**config.mk**
```make
export PLATFORM = sky130hd
export DESIGN_NAME = pin_sense_detect
export DESIGN_NICKNAME = d
export VERILOG_FILES = /design/src/rtl/psd_pkg.sv /design/src/rtl/psd_sense_cfg.sv /design/src/rtl/psd_latch_vec.sv /design/src/rtl/psd_detect_gen.sv /design/src/rtl/pin_sense_detect.sv
export SDC_FILE = /design/constraint.sdc
export NUM_CORES = 1
export LEC_CHECK = 0
export ABC_AREA = 1
export BUFFER_PORTS_ARGS = -buffer_cell sky130_fd_sc_hd__buf_2
export CORE_ASPECT_RATIO = 1.75
export CORE_MARGIN = 2
export CORE_UTILIZATION = 53
export DETAILED_ROUTE_END_ITERATION = 12
export GPL_TIMING_DRIVEN = 1
export PLACE_DENSITY = 0.79
export SLEW_MARGIN = 20
export SYNTH_ARGS = -nofsm -noshare
export SYNTH_HDL_FRONTEND = slang
export SYNTH_SLANG_ARGS = --single-unit
```
**constraint.sdc**
```tcl
create_clock -name clk -period 1.5 [get_ports clk]
set_input_delay 0.075 -clock clk [delete_from_list [all_inputs] [get_ports clk]]
set_output_delay 0.075 -clock clk [all_outputs]
set_load 0.005 [all_outputs]
```
**src/rtl/psd_pkg.sv**
```systemverilog
package psd_pkg;

  typedef enum logic {
    MODE_LIVE    = 1'b0,
    MODE_LATCHED = 1'b1
  } det_mode_e;

  typedef struct packed {
    logic en;
    logic inv;
  } sense_cfg_t;

  function automatic sense_cfg_t decode_sense(input logic [1:0] code);
    sense_cfg_t c;
    c.en  = code[1];
    c.inv = code[0];
    return c;
  endfunction

endpackage

```
**src/rtl/psd_sense_cfg.sv**
```systemverilog
module psd_sense_cfg
  import psd_pkg::*;
#(
  parameter int NUM_PINS = 8,
  parameter int IDX_W    = 3
) (
  input  logic                clk,
  input  logic                rst,
  input  logic [NUM_PINS-1:0] pin_in,
  input  logic                cfg_we,
  input  logic [IDX_W-1:0]    cfg_pin,
  input  logic [1:0]          cfg_sense,
  output logic [NUM_PINS-1:0] live_vec
);

  sense_cfg_t wr_cfg;
  assign wr_cfg = decode_sense(cfg_sense);

  for (genvar i = 0; i < NUM_PINS; i++) begin : g_pin
    sense_cfg_t cfg_q;
    sense_cfg_t cfg_eff;
    logic       hit;

    assign hit     = cfg_we && (cfg_pin == IDX_W'(i));
    assign cfg_eff = hit ? wr_cfg : cfg_q;

    always_ff @(posedge clk) begin
      if (rst) begin
        cfg_q <= '0;
      end else if (hit) begin
        cfg_q <= wr_cfg;
      end
    end

    assign live_vec[i] = cfg_eff.en & (pin_in[i] ^ cfg_eff.inv);
  end

endmodule

```
**src/rtl/psd_latch_vec.sv**
```systemverilog
module psd_latch_vec #(
  parameter int NUM_PINS = 8
) (
  input  logic                clk,
  input  logic                rst,
  input  logic [NUM_PINS-1:0] live_vec,
  input  logic                clr_we,
  input  logic [NUM_PINS-1:0] clr_mask,
  output logic [NUM_PINS-1:0] latch_q,
  output logic [NUM_PINS-1:0] latch_nxt,
  output logic                clr_fired
);

  logic [NUM_PINS-1:0] clr_eff;

  assign clr_eff   = clr_we ? clr_mask : '0;
  assign clr_fired = clr_we && (|clr_mask);
  assign latch_nxt = (latch_q & ~clr_eff) | live_vec;

  always_ff @(posedge clk) begin
    if (rst) begin
      latch_q <= '0;
    end else begin
      latch_q <= latch_nxt;
    end
  end

endmodule

```
**src/rtl/psd_detect_gen.sv**
```systemverilog
module psd_detect_gen
  import psd_pkg::*;
#(
  parameter int HOLD_CYCLES = 3
) (
  input  logic clk,
  input  logic rst,
  input  logic live_any,
  input  logic latch_any_nxt,
  input  logic clr_fired,
  input  logic mode_we,
  input  logic mode_val,
  output logic mode_q,
  output logic detect_o,
  output logic event_o
);

  localparam int CNT_W = (HOLD_CYCLES > 1) ? $clog2(HOLD_CYCLES + 1) : 1;
  localparam logic [CNT_W-1:0] HOLD_LOAD = CNT_W'(HOLD_CYCLES - 1);

  det_mode_e        mode_r;
  det_mode_e        mode_eff;
  logic [CNT_W-1:0] hold_cnt;
  logic             hold_start;
  logic             force_low;
  logic             sel_line;
  logic             det_nxt;

  assign mode_eff   = mode_we ? det_mode_e'(mode_val) : mode_r;
  assign hold_start = clr_fired && (mode_eff == MODE_LATCHED) && latch_any_nxt;
  assign force_low  = hold_start || (hold_cnt != '0);
  assign sel_line   = (mode_eff == MODE_LATCHED) ? latch_any_nxt : live_any;
  assign det_nxt    = sel_line && !force_low;

  always_ff @(posedge clk) begin
    if (rst) begin
      mode_r   <= MODE_LIVE;
      hold_cnt <= '0;
      detect_o <= 1'b0;
      event_o  <= 1'b0;
    end else begin
      mode_r <= mode_eff;
      if (hold_start) begin
        hold_cnt <= HOLD_LOAD;
      end else if (hold_cnt != '0) begin
        hold_cnt <= hold_cnt - 1'b1;
      end
      detect_o <= det_nxt;
      event_o  <= det_nxt && !detect_o;
    end
  end

  assign mode_q = (mode_r == MODE_LATCHED);

endmodule

```
**src/rtl/pin_sense_detect.sv**
```systemverilog
module pin_sense_detect #(
  parameter int NUM_PINS    = 8,
  parameter int HOLD_CYCLES = 3,
  parameter int IDX_W       = (NUM_PINS > 1) ? $clog2(NUM_PINS) : 1
) (
  input  logic                clk,
  input  logic                rst,
  input  logic [NUM_PINS-1:0] pin_in,
  input  logic                cfg_we,
  input  logic [IDX_W-1:0]    cfg_pin,
  input  logic [1:0]          cfg_sense,
  input  logic                mode_we,
  input  logic                mode_val,
  input  logic                clr_we,
  input  logic [NUM_PINS-1:0] clr_mask,
  output logic [NUM_PINS-1:0] latch_o,
  output logic                detect_o,
  output logic                event_o
);

  logic [NUM_PINS-1:0] live_vec;
  logic [NUM_PINS-1:0] latch_nxt;
  logic                clr_fired;
  logic                mode_q;

  psd_sense_cfg #(
    .NUM_PINS (NUM_PINS),
    .IDX_W    (IDX_W)
  ) cfg_i (
    .clk       (clk),
    .rst       (rst),
    .pin_in    (pin_in),
    .cfg_we    (cfg_we),
    .cfg_pin   (cfg_pin),
    .cfg_sense (cfg_sense),
    .live_vec  (live_vec)
  );

  psd_latch_vec #(
    .NUM_PINS (NUM_PINS)
  ) latch_i (
    .clk       (clk),
    .rst       (rst),
    .live_vec  (live_vec),
    .clr_we    (clr_we),
    .clr_mask  (clr_mask),
    .latch_q   (latch_o),
    .latch_nxt (latch_nxt),
    .clr_fired (clr_fired)
  );

  psd_detect_gen #(
    .HOLD_CYCLES (HOLD_CYCLES)
  ) det_i (
    .clk           (clk),
    .rst           (rst),
    .live_any      (|live_vec),
    .latch_any_nxt (|latch_nxt),
    .clr_fired     (clr_fired),
    .mode_we       (mode_we),
    .mode_val      (mode_val),
    .mode_q        (mode_q),
    .detect_o      (detect_o),
    .event_o       (event_o)
  );

endmodule

```
# Yosys cells after proc, flatten, opt, wreduce, memory -nomap -nowiden
# Cells that the tools add are included.
op_classes:
  n_addsub: 1
  multipliers: 0
  div: 0
  magnitude_cmp: 0
  n_eq_ne: 7
  shift: 0
  n_mux: 13
  n_bitwise: 19
  n_reduce_logical: 23
op_table:
  columns: ["operator", "count"]
  rows:
  - ["8-bit OR reduction", 3]
  - ["2-bit two-way mux", 10]
  - ["1-bit logical AND", 13]
  - ["3-bit == test, second input constant", 4]
  - ["1-bit bitwise AND", 8]
  - ["8-bit bitwise AND", 1]
  - ["8-bit two-way mux", 1]
  - ["8-bit inverter", 1]
  - ["8-bit OR", 1]
  - ["1-bit bitwise XOR", 8]
  - ["3-bit by 2-bit == test with 1-bit output, second input constant", 2]
  - ["2-bit nonzero test", 2]
  - ["3-bit by 1-bit == test with 1-bit output, second input constant", 1]
  - ["3-bit zero test", 1]
  - ["1-bit zero test", 2]
  - ["1-bit two-way mux", 2]
  - ["2-bit OR reduction", 1]
  - ["2-bit by 1-bit subtractor with 2-bit output, second input constant", 1]
  - ["1-bit logical OR", 1]
totals:
  ff_bits: 29
  latch_bits: 0
  mem_bits_rw: 0
  rom_bits: 0
  in_bits: 27
  output_inout_bits: 10
  elab_cells: 85
  mem_count: 0

# Logic depth before layout (Yosys ltp)
# Gate-level depths: netlist (run 1).
logic_depth:
  ltp_word: 12
  mapped_depth: 15
  ltp_nobuf: 15

# Cells and area by module
# A second synthesis (run 1) with hierarchy kept.
hier_totals:
  hier_cells: 264
  area_unflattened_um2: 1634.1
modules_own_cells:
  columns: ["module", "n_inst", "cells_each", "area_each_um2", "seq_area_each_um2"]
  rows:
  - ["psd_sense_cfg", 1, 152, 883.3, 320.3]
  - ["psd_latch_vec", 1, 59, 440.4, 160.2]
  - ["psd_detect_gen", 1, 23, 197.7, 100.1]
  - ["pin_sense_detect", 1, 30, 112.6, 0.0]

# Least setup slack after synthesis (run 1)
# Ideal clock, no wire load.
synth_path:
  path_type: "input port to flip-flop"
  from: "input cfg_pin[1]"
  to: "register det_i.hold_cnt[1]"
  setup_time_ns: 0.128
  arrival_time_ns: 1.136
  required_time_ns: 1.372
  slack_ns: 0.237
  path_stages: 12
  n_path_buf: 0
  path_cell_list: "nor2_4 nand2_1 nand2_1 nand3_1 nand3_1 nand2_1 nor2_2 nand2_2 nor2_4 nor2_4 a21oi_1 nor2_1"
synth_between:
  elab_chain_cells: 9
  word_cells_on_any_way: 45
  classes_between: "eq/ne: 7; mux: 9; bitwise: 17; reduce/logical: 12"
synth_rtl:
  columns: ["item", "line_no", "text"]
  rows:
  - ["start: declaration", "pin_sense_detect.sv:10", "input logic [IDX_W-1:0] cfg_pin,"]
  - ["3-bit by 1-bit == test with 1-bit output (tied with other cells)", "psd_sense_cfg.sv:24", "assign hit = cfg_we && (cfg_pin == IDX_W'(i));"]
  - ["1-bit logical AND", "psd_sense_cfg.sv:24", null]
  - ["2-bit two-way mux", "psd_sense_cfg.sv:25", "assign cfg_eff = hit ? wr_cfg : cfg_q;"]
  - ["1-bit bitwise XOR", "psd_sense_cfg.sv:35", "assign live_vec[i] = cfg_eff.en & (pin_in[i] ^ cfg_eff.inv);"]
  - ["1-bit bitwise AND", "psd_sense_cfg.sv:35", null]
  - ["8-bit OR (*)", "psd_latch_vec.sv:18", "assign latch_nxt = (latch_q & ~clr_eff) | live_vec;"]
  - ["8-bit OR reduction (*)", "pin_sense_detect.sv:58", ".latch_any_nxt (|latch_nxt),"]
  - ["1-bit logical AND (*)", "psd_detect_gen.sv:30", "assign hold_start = clr_fired && (mode_eff == MODE_LATCHED) && latch_any_nxt;"]
  - ["2-bit two-way mux / 2-bit nonzero test (equally long branches)", null, null]
  - ["end signal: assignment", "psd_detect_gen.sv:46", "hold_cnt <= hold_cnt - 1'b1;"]
  - ["end: declaration", "psd_detect_gen.sv:23", "logic [CNT_W-1:0] hold_cnt;"]
# Mark *: on every way between the ends. The rest lies on a longest branch, timed or not.
# A chain may end at the register's enable or synchronous reset.

# Worst setup path after layout (run 1)
layout_path:
  from: "register cfg_i.g_pin[7].cfg_q[0] in the netlist's numbering"
  to: "register det_i.hold_cnt[1]"
layout_between:
  elab_chain_cells: 7
  word_cells_on_any_way: 8
  classes_between: "mux: 2; bitwise: 3; reduce/logical: 3"
layout_rtl:
  columns: ["item", "line_no", "text"]
  rows:
  - ["start: declaration", "psd_sense_cfg.sv:20", "sense_cfg_t cfg_q;"]
  - ["start signal: assignment", "psd_sense_cfg.sv:31", "cfg_q <= wr_cfg;"]
  - ["2-bit two-way mux (*)", "psd_sense_cfg.sv:25", null]
  - ["1-bit bitwise XOR (*)", "psd_sense_cfg.sv:35", null]
  - ["1-bit bitwise AND (*)", "psd_sense_cfg.sv:35", null]
  - ["8-bit OR (*)", "psd_latch_vec.sv:18", null]
  - ["8-bit OR reduction (*)", "pin_sense_detect.sv:58", null]
  - ["1-bit logical AND (*)", "psd_detect_gen.sv:30", null]
  - ["2-bit two-way mux / 2-bit nonzero test (equally long branches)", null, null]
# Marks and branches as above.

==> results of run 1 <==
==> synthesized netlist by cell type <==
library cell	count
nor2_4	6
nand3_2	7
o21ai_2	3
nand2_2	14
nor4_1	2
nor2_1	14
a21oi_1	18
clkinv_4	1
dfxtp_1	29
nand3_1	25
buf_2	1
clkbuf_2	1
nor2_8	1
inv_1	25
or2_2	1
nor3_2	1
o21ai_0	1
nand2_1	57
o21ai_1	5
nand2_4	3
clkbuf_1	3
nor2_2	5
inv_2	3
clkinv_2	1
==> worst paths after layout <==
path / from / endpoint / slack [ns] / cells past startpoint
worst max-delay path: cfg_i.g_pin[7].cfg_q[0]$_SDFF_PP0_ / det_i.hold_cnt[1]$_SDFFE_PP0P_ / 0.15 / 11
worst min-delay path: clr_mask[0] / latch_i.latch_q[0]$_SDFF_PP0_ / 0.12 / 4
worst max register to register: cfg_i.g_pin[7].cfg_q[0]$_SDFF_PP0_ / det_i.hold_cnt[1]$_SDFFE_PP0P_ / 0.15 / 11
worst min register to register: det_i.detect_o$_SDFF_PP0_ / det_i.event_o$_SDFF_PP0_ / 0.43 / 1
==> worst max-delay path, stage by stage (launching register included) <==
cell and delay (ns):
dfxtp_1 0.34, inv_1 0.04, nand2_1 0.05, nand3_1 0.07
nand3_2 0.09, nand2_1 0.06, nor2_2 0.14, nand2_2 0.08
nor2_4 0.14, nor2_4 0.06, a21oi_1 0.11, nor2_1 0.05
==> stage by stage <==
stage               total power, mW  setup TNS (ns)  utilization, %
global route                   1.79               0            66.4
CTS                            1.72               0            66.2
finish                         1.70               0            66.4
global placement               1.10          -0.101            63.4
detailed placement             1.10          -0.170            63.4
floorplan                      1.00               0               -
==> registers in the layout, indices dropped and copies added (netlist names) <==
| signal | cells |
|---|---|
| det_i.detect_o | 1 |
| latch_i.latch_q | 8 |
| det_i.mode_q | 1 |
| cfg_i.g_pin.cfg_q | 16 |
| det_i.event_o | 1 |
| det_i.hold_cnt | 2 |
==> power by group <==
group	total, mW	internal [mW]	leakage, nW	switching, mW
sequential	0.805	0.795	0.235	0.00978
combinational	0.280	0.111	0.686	0.169
clock	0.614	0.321	0.0450	0.294
==> routing by layer <==
metal	vias to the layer above	global-route usage, %	part of all wire [%]
met5	-	0	0
met4	0	11.5	3.0
met3	9	4.74	5.2
met2	48	38.2	53
met1	688	22.5	38
li1	804	-	-
==> cells by family (layout without fill, tap and decap cells) <==
family	Yosys count	after routing	share of synthesized area, %
buffers and inverters	35	78	8.77
AOI/OAI and AO/OA	27	27	9.16
DFF	29	29	36.3
and+or+nand+nor	136	136	45.7
==> final cells by class <==
cell class / instances / area, µm²
repair buffers: 40 / 223
fillers: 273 / 973
flip-flops and latches: 29 / 581
clock inverters: 2 / 10.0
clock buffers: 6 / 72.6
multi-input cells: 163 / 882
well taps: 28 / 35.0
inverters: 30 / 119
==> flow_summary.json, run 1 <==
{
  "status": "complete, no violations",
  "fin_nets": 296,
  "wl_um": 3350,
  "clock-sinks": 29,
  "syn_nets": 254,
  "clk_path_buf_depth": 2,
  "dp.cells": 290,
  "holdWs_ns": 0.115,
  "grt_pass1_vias": 1441,
  "root_buffer": "clkbuf_8",
  "finalWorstSetupSlack_ns": 0.152,
  "syn_avg_cell_area_um2": 7.04,
  "ys_ff_latch": 29,
  "worst_pin_slew_ns": 0.544,
  "die_x_um": 45.5,
  "ys_types": 24,
  "grt_overflow": 0,
  "dr_total_vias": 1549,
  "leakage_nw": 0.966,
  "path_class": "reg -> reg",
  "viasPerCell": 5.20,
  "critPathCaptureType": "flip-flop",
  "ys_seq_area_share_pct": 36.3,
  "fmax_mhz": 742,
  "die_area_um2": 3490,
  "wl_per_cell_um": 11.2,
  "grt_pass1_wl_um": 5710,
  "clock_latency_ns": 0.28,
  "cts_tree": "built",
  "post-route-min-period_ns": 1.35,
  "placed_area_um2": 1830,
  "mostFrequentLayoutCell": "nand2_1",
  "fin_cells": 298,
  "cp-start-kind": "flip-flop",
  "grt_max_degree": 29,
  "core_area_um2": 2900,
  "skew_ns": 0.00243,
  "cts-hold-fix-buffers": 0,
  "gp_congestion": 0.788,
  "cts_buffers": 5,
  "final-hold-violation-count": 0,
  "synth_top_area_cell": "dfxtp_1",
  "critPathMaxFanout": 3,
  "antenna_left": 0,
  "maxCapViolCount": 0,
  "peakVddDrop_mv": 0.680,
  "initial_core_util_pct": 55.2,
  "maxSlewViolCount": 0,
  "fin_crit_sh_pct": 89.9,
  "htreeDepth": 2,
  "remaining_drc_errors": 0,
  "port_buffers": 36,
  "synth_top_area_share_pct": 36.3,
  "pre_cts_ws_ns": -0.0695,
  "rows": 26,
  "io-pin-count": 37,
  "final_cell_area_um2": 1920,
  "synth_area_um2": 1600,
  "syn_inst": 227,
  "power_density_nw_per_um2": 884,
  "antenna_found_initial": 0,
  "antennaDiodeCount": 0,
  "drtIter0Drc": 27,
  "drive_gt1_share_pct": 34.8,
  "post_cts_buffers": 0,
  "area_delta_synth_final_pct": 20.3,
  "setup_violations": 0,
  "grt_use_total_pct": 21.9,
  "synth.area.top_cells": "dfxtp_1 36%, nand2_1 13%, nand3_1 7.8%",
  "slew_headroom_pct": 63.7,
  "rsz0062_at_grt": "false",
  "dieHeight_um": 76.6,
  "most-common-layout-cells": "57 x nand2_1, 36 x buf_2, 29 x dfxtp_1, 25 x inv_1, 24 x nand3_1",
  "hp-class": "in -> reg",
  "hpwlAfterDp_um": 2630,
  "required_ns": 1.65,
  "drt-pass1-iter-count": 4,
  "clkSlewWorstSetupHoldPaths_ns": 0.06,
  "arrival_ns": 1.50,
  "ctsResizeCount": 0,
  "yosys_warnings": 0
}
(Power assumes the default switching activity.)
==> run 2, diff against run 1 <==
--- a/config.mk
+++ b/config.mk
@@ -9,10 +9,10 @@
 export BUFFER_PORTS_ARGS = -buffer_cell sky130_fd_sc_hd__buf_2
 export CORE_ASPECT_RATIO = 1.75
 export CORE_MARGIN = 2
-export CORE_UTILIZATION = 53
+export CORE_UTILIZATION = 57
 export DETAILED_ROUTE_END_ITERATION = 12
 export GPL_TIMING_DRIVEN = 1
-export PLACE_DENSITY = 0.79
+export PLACE_DENSITY = 0.84
 export SLEW_MARGIN = 20
 export SYNTH_ARGS = -nofsm -noshare
 export SYNTH_HDL_FRONTEND = slang
==> constraint.sdc (replaced) <==
create_clock -name clk -period 1.62 [get_ports clk]
set_input_delay 0.081 -clock clk [delete_from_list [all_inputs] [get_ports clk]]
set_output_delay 0.081 -clock clk [all_outputs]
set_load 0.005 [all_outputs]
==> run 2 against run 1 <==
- worst hold slack got worse by 0.00066 ns
- non-clock buffer count decreased by 4
- sequential share of layout area increased by 0.79 points
- final cell count decreased by 1.7%
- critical endpoint unchanged
==> flow_summary.json, run 2 (synthesis gave the netlist of run 1 again) <==
{
  "holdWs_ns": 0.114,
  "power.switching_uw": 427,
  "rsz0062_at_grt": "false",
  "io-pin-count": 37,
  "fin_crit_sh_pct": 84.1,
  "post_cts_buffers": 0,
  "tns_ns": 0,
  "arrival_ns": 1.51,
  "grt_pass1_wl_um": 5410,
  "dieHeight_um": 74.0,
  "grt_max_degree": 29,
  "drt-pass1-iter-count": 4,
  "clock_latency_ns": 0.28,
  "remaining_drc_errors": 0,
  "power_density_nw_per_um2": 829,
  "cts-hold-fix-buffers": 0,
  "finalWorstSetupSlack_ns": 0.258,
  "fmax_mhz": 734,
  "seq_area_um2": 581,
  "grt_pass1_vias": 1394,
  "clock-sinks": 29,
  "clkPwrFrac_pct": 36.1,
  "post-route-min-period_ns": 1.36,
  "status": "complete, no violations",
  "wl_per_cell_um": 10.9,
  "top_regs": "cfg_i.g_pin.cfg_q: 16 flops, latch_i.latch_q: 8 flops, det_i.hold_cnt: 2 flops",
  "grt_use_total_pct": 22.3,
  "clkSlewWorstSetupHoldPaths_ns": 0.06,
  "drtIter0Drc": 21,
  "final_cell_area_um2": 1870,
  "core_area_um2": 2690,
  "pwr-share-comb_pct": 15.9,
  "pre_cts_ws_ns": 0.0300,
  "cpMaxStageDelayCell": "dfxtp_1",
  "intPower_mw": 1.13,
  "setup_violations": 0,
  "final-hold-violation-count": 0,
  "slew_headroom_pct": 63.9,
  "peakVddDrop_mv": 0.650,
  "die_x_um": 44.0,
  "initial_core_util_pct": 59.4,
  "port_buffers": 36,
  "hpwlAfterDp_um": 2570,
  "grt_overflow": 0,
  "placed_area_um2": 1790,
  "mostFrequentLayoutCell": "nand2_1",
  "largest_reg_flops": 16,
  "critPathMaxFanout": 3,
  "dr_total_vias": 1519,
  "area_delta_synth_final_pct": 17.2,
  "leakage_nw": 0.940,
  "maxSlewViolCount": 0,
  "clk_path_buf_depth": 2,
  "critPathCaptureType": "flip-flop",
  "gp_congestion": 0.782,
  "antenna_left": 0,
  "ctsResizeCount": 0,
  "drive_gt1_share_pct": 33.5,
  "path_class": "reg -> reg",
  "antenna_found_initial": 0,
  "p_sw_share_pct": 27.5,
  "htreeDepth": 2,
  "crit_path_cell_trace": "inv_1, nand2_1, nand3_1, nand3_2, nand2_1, nor2_2, nand2_2, nor2_4, nor2_4, a21oi_1, nor2_1",
  "most-common-layout-cells": "57 x nand2_1, 36 x buf_2, 29 x dfxtp_1, 25 x nand3_1, 25 x inv_1",
  "hp-class": "in -> reg",
  "wl_um": 3190,
  "worst_pin_slew_ns": 0.542,
  "antennaDiodeCount": 0,
  "dp.cells": 285,
  "largest-register": "cfg_i.g_pin.cfg_q",
  "pwr-share-seq_pct": 48.0,
  "required_ns": 1.77,
  "maxCapViolCount": 0,
  "die_area_um2": 3260,
  "multi_input_area_um2": 877,
  "cpPeakStageDelay_ns": 0.34,
  "skew_ns": 0.00244,
  "cts_buffers": 5,
  "power_mw": 1.55,
  "fin_nets": 292,
  "viasPerCell": 5.18,
  "cts_tree": "built",
  "fin_cells": 293,
  "cp-start-kind": "flip-flop",
  "root_buffer": "clkbuf_8",
  "nFillCells": 254,
  "fin_util_pct": 69.6,
  "rows": 25
}
run 2: changes by cell type in the layout (fill, tap and decap cells not counted):
cell	before	now
buf_4	3	0
buf_12	1	0
nand3_1	24	25
nand3_2	8	7
run 2: area by class of cell:
cell class,instances,area share [%]
clock buffer,6,3.87
clock inverter,2,0.534
inverter,30,6.35
multi-input combinational,163,46.8
sequential,29,31.0
tap,27,1.80
timing repair buffer,36,9.62
run 2: path summary, 6_finish.rpt:
check	to	startpoint	depth (start not counted)	slack [ns]
worst max-delay path	det_i.hold_cnt[1]$_SDFFE_PP0P_	cfg_i.g_pin[7].cfg_q[0]$_SDFF_PP0_	11	0.26
worst min-delay path	latch_i.latch_q[2]$_SDFF_PP0_	pin_in[2]	4	0.11
worst max register to register	det_i.hold_cnt[1]$_SDFFE_PP0P_	cfg_i.g_pin[7].cfg_q[0]$_SDFF_PP0_	11	0.26
worst min register to register	det_i.event_o$_SDFF_PP0_	det_i.detect_o$_SDFF_PP0_	1	0.42
run 2: power groups by stage:
stage | Combinational (mW) | Sequential (mW) | Clock [mW]
final | 0.247 | 0.745 | 0.561
after global routing | 0.277 | 0.747 | 0.598
after CTS | 0.250 | 0.745 | 0.570
after detailed placement | 0.249 | 0.761 | 0
after global placement | 0.243 | 0.760 | 0
after floorplan | 0.168 | 0.761 | 0
run 2: critical path, delay by kind of cell (launching register included):
family                 cells  cell delay, ns
and+or+nand+nor            9            0.72
AOI/OAI and AO/OA          1            0.12
buffers and inverters      1            0.05
DFF                        1            0.34
run 2: routing by layer:
layer	GRT usage [%]	vias to the layer above	part of all wire (%)
met3	5.10	15	4.7
met2	39.1	42	51
met5	0	-	0
li1	-	791	-
met1	22.1	671	38
met4	16.8	0	5.6
==> run 3, diff against run 2 <==
--- a/config.mk
+++ b/config.mk
@@ -9,10 +9,10 @@
 export BUFFER_PORTS_ARGS = -buffer_cell sky130_fd_sc_hd__buf_2
 export CORE_ASPECT_RATIO = 1.75
 export CORE_MARGIN = 2
-export CORE_UTILIZATION = 57
+export CORE_UTILIZATION = 53
 export DETAILED_ROUTE_END_ITERATION = 12
 export GPL_TIMING_DRIVEN = 1
-export PLACE_DENSITY = 0.84
+export PLACE_DENSITY = 0.79
 export SLEW_MARGIN = 20
 export SYNTH_ARGS = -nofsm -noshare
 export SYNTH_HDL_FRONTEND = slang
==> constraint.sdc (replaced) <==
create_clock -name clk -period 1.3 [get_ports clk]
set_input_delay 0.065 -clock clk [delete_from_list [all_inputs] [get_ports clk]]
set_output_delay 0.065 -clock clk [all_outputs]
set_load 0.005 [all_outputs]
==> run 3 against run 2 <==
- the run now ends with setup timing left
- final cell count increased by 7.5%
- critical path depth increased by 1
- critical path type unchanged
- clock-buffer cell count unchanged
- non-clock buffer count increased by 21
- clock power increased by 26%
- largest cell class unchanged
- core utilization increased by 3.5 points
- via count increased by 6.1%
- clock skew increased by 0.0039 ns
- cell area increased by 13%
- combinational power increased by 46%
- power increased by 29%
- worst hold slack got worse by 0.0053 ns
==> flow_summary.json, run 3 (synthesis gave the netlist of run 1 again) <==
{
  "status": "complete, but fails checks",
  "violations": "setup timing",
  "intPower_mw": 1.44,
  "critPathMaxFanout": 3,
  "cp-start-kind": "flip-flop",
  "die_x_um": 45.5,
  "arrival_ns": 1.54,
  "r2r-end": "det_i.event_o$_SDFF_PP0_",
  "skew_ns": 0.00630,
  "clock_latency_ns": 0.28,
  "hold_path_startpoint": "clr_mask[6]",
  "r2r-start": "cfg_i.g_pin[5].cfg_q[0]$_SDFF_PP0_",
  "most-common-layout-cells": "52 x nand2_1, 36 x buf_2, 25 x inv_1, 22 x dfxtp_1",
  "slew_headroom_pct": 79.4,
  "grt_use_total_pct": 24.9,
  "mostFrequentLayoutCell": "nand2_1",
  "post-route-min-period_ns": 1.32,
  "fin_nets": 313,
  "grt_overflow": 0,
  "antenna_left": 0,
  "cts_tree": "built",
  "top_regs": "cfg_i.g_pin.cfg_q: 16 flops, latch_i.latch_q: 8 flops, det_i.hold_cnt: 2 flops",
  "hp-class": "in -> reg",
  "peakVddDrop_mv": 0.758,
  "power_density_nw_per_um2": 944,
  "fin_crit_sh_pct": 101,
  "final-hold-violation-count": 0,
  "fin_util_pct": 73.1,
  "io-pin-count": 37,
  "min_delay_path_depth": 4,
  "fmax_mhz": 760,
  "remaining_drc_errors": 0,
  "clock-sinks": 29,
  "core_area_um2": 2900,
  "largest-register": "cfg_i.g_pin.cfg_q",
  "seq_area_um2": 589,
  "r2r_slack_ns": -0.02,
  "grt_pass1_vias": 1596,
  "grt_max_degree": 19,
  "min_to": "latch_i.latch_q[6]$_SDFF_PP0_",
  "viasPerCell": 5.12,
  "clk_path_buf_depth": 2,
  "grt_pass1_wl_um": 6400,
  "placed_area_um2": 1930,
  "path_class": "reg -> reg",
  "rsz0062_at_grt": "true",
  "initial_core_util_pct": 55.2,
  "finalWorstSetupSlack_ns": -0.0165,
  "area_delta_synth_final_pct": 32.5,
  "worst_pin_slew_ns": 0.306,
  "tns_ns": -0.0414,
  "pre_cts_ws_ns": -0.237,
  "gp_congestion": 0.795,
  "drt-pass1-iter-count": 4,
  "pwr-share-comb_pct": 18.0,
  "power.switching_uw": 561,
  "htreeDepth": 2,
  "multi_input_area_um2": 928,
  "pwr-share-seq_pct": 46.5,
  "antennaDiodeCount": 0,
  "antenna_found_initial": 0,
  "wl_um": 3810,
  "clkSlewWorstSetupHoldPaths_ns": 0.06,
  "cts_buffers": 5,
  "largest_reg_flops": 16,
  "rows": 26,
  "hpwlAfterDp_um": 2730,
  "final_cell_area_um2": 2120,
  "setup_violations": 3,
  "p_sw_share_pct": 28.1,
  "wl_per_cell_um": 12.1,
  "die_area_um2": 3490,
  "critPathCaptureType": "flip-flop",
  "root_buffer": "clkbuf_8",
  "startpoint": "cfg_i.g_pin[5].cfg_q[0]$_SDFF_PP0_",
  "leakage_nw": 1.06,
  "drtIter0Drc": 33,
  "r2r_cells": 12,
  "clkPwrFrac_pct": 35.4,
  "maxSlewViolCount": 0,
  "nFillCells": 248,
  "drive_gt1_share_pct": 44.9,
  "dr_total_vias": 1612,
  "dieHeight_um": 76.6,
  "maxCapViolCount": 0,
  "port_buffers": 36,
  "holdWs_ns": 0.109,
  "required_ns": 1.53
}
run 3: cell count changes in the layout (fill, tap and decap cells not counted), moves of 2 or more:
cell,change
buf_12,+2
buf_4,+19
dfxtp_1,-7
dfxtp_2,+7
nand2_1,-5
nand2_2,+5
nand3_1,-6
nand3_2,+6
run 3: final cells by class:
class                   count  share of cell area [%]
multi-input cells         163                    43.9
inverters                  30                    5.61
repair buffers             57                    17.1
well taps                  28                    1.65
flip-flops and latches     29                    27.8
clock inverters             2                   0.473
clock buffers               6                    3.43
run 3: worst max path at each step:
| stage | end | slack, ns | cells past startpoint |
|---|---|---|---|
| after floorplan | det_i.hold_cnt[1]$_SDFFE_PP0P_ | 0.05 | 12 |
| after global placement | det_i.hold_cnt[1]$_SDFFE_PP0P_ | -0.22 | 13 |
| after detailed placement | det_i.hold_cnt[1]$_SDFFE_PP0P_ | -0.24 | 13 |
| after CTS | det_i.event_o$_SDFF_PP0_ | 0.00007 | 12 |
| after global routing | det_i.event_o$_SDFF_PP0_ | -0.16 | 12 |
| final | det_i.event_o$_SDFF_PP0_ | -0.02 | 12 |
run 3: stage by stage:
step,power (mW),instances
floorplan,1.16,227
global placement,1.28,301
detailed placement,1.29,301
finish,2.00,315
global route,2.10,315
CTS,2.01,314
run 3: power groups by stage:
stage / Combinational [mW] / Sequential, mW / Clock [mW]
2_1_floorplan: 0.210 / 0.949 / 0
3_3_place_gp: 0.336 / 0.948 / 0
3_5_place_dp: 0.342 / 0.948 / 0
4_1_cts: 0.353 / 0.930 / 0.723
5_1_grt: 0.402 / 0.934 / 0.763
6_report: 0.361 / 0.930 / 0.709
run 3: critical path: stages (launching register included):
cell and delay, ns:
dfxtp_2 0.33, inv_1 0.04, nand2_1 0.08, nand3_2 0.08, nand3_2 0.09, nand2_1 0.06
nor2_2 0.11, nand2_2 0.07, nor2_4 0.13, nor2_4 0.06, nor2_4 0.08, nand2_2 0.06
nor2_2 0.07
run 3: what timing repair did:
item                                    in CTS  in global routing
gates resized for setup                      6                 14
hold buffers                                 0                  0
endpoints found under the setup margin       3                  4
pin swaps                                    5                  7
buffers inserted                             5                  1
run 3: layer usage:
layer	vias up	global-route usage, %	share of wire, %
li1	831	-	-
met1	720	25.6	38
met2	53	42.7	55
met3	8	5.92	5.1
met4	0	13.8	2.5
met5	-	0	0
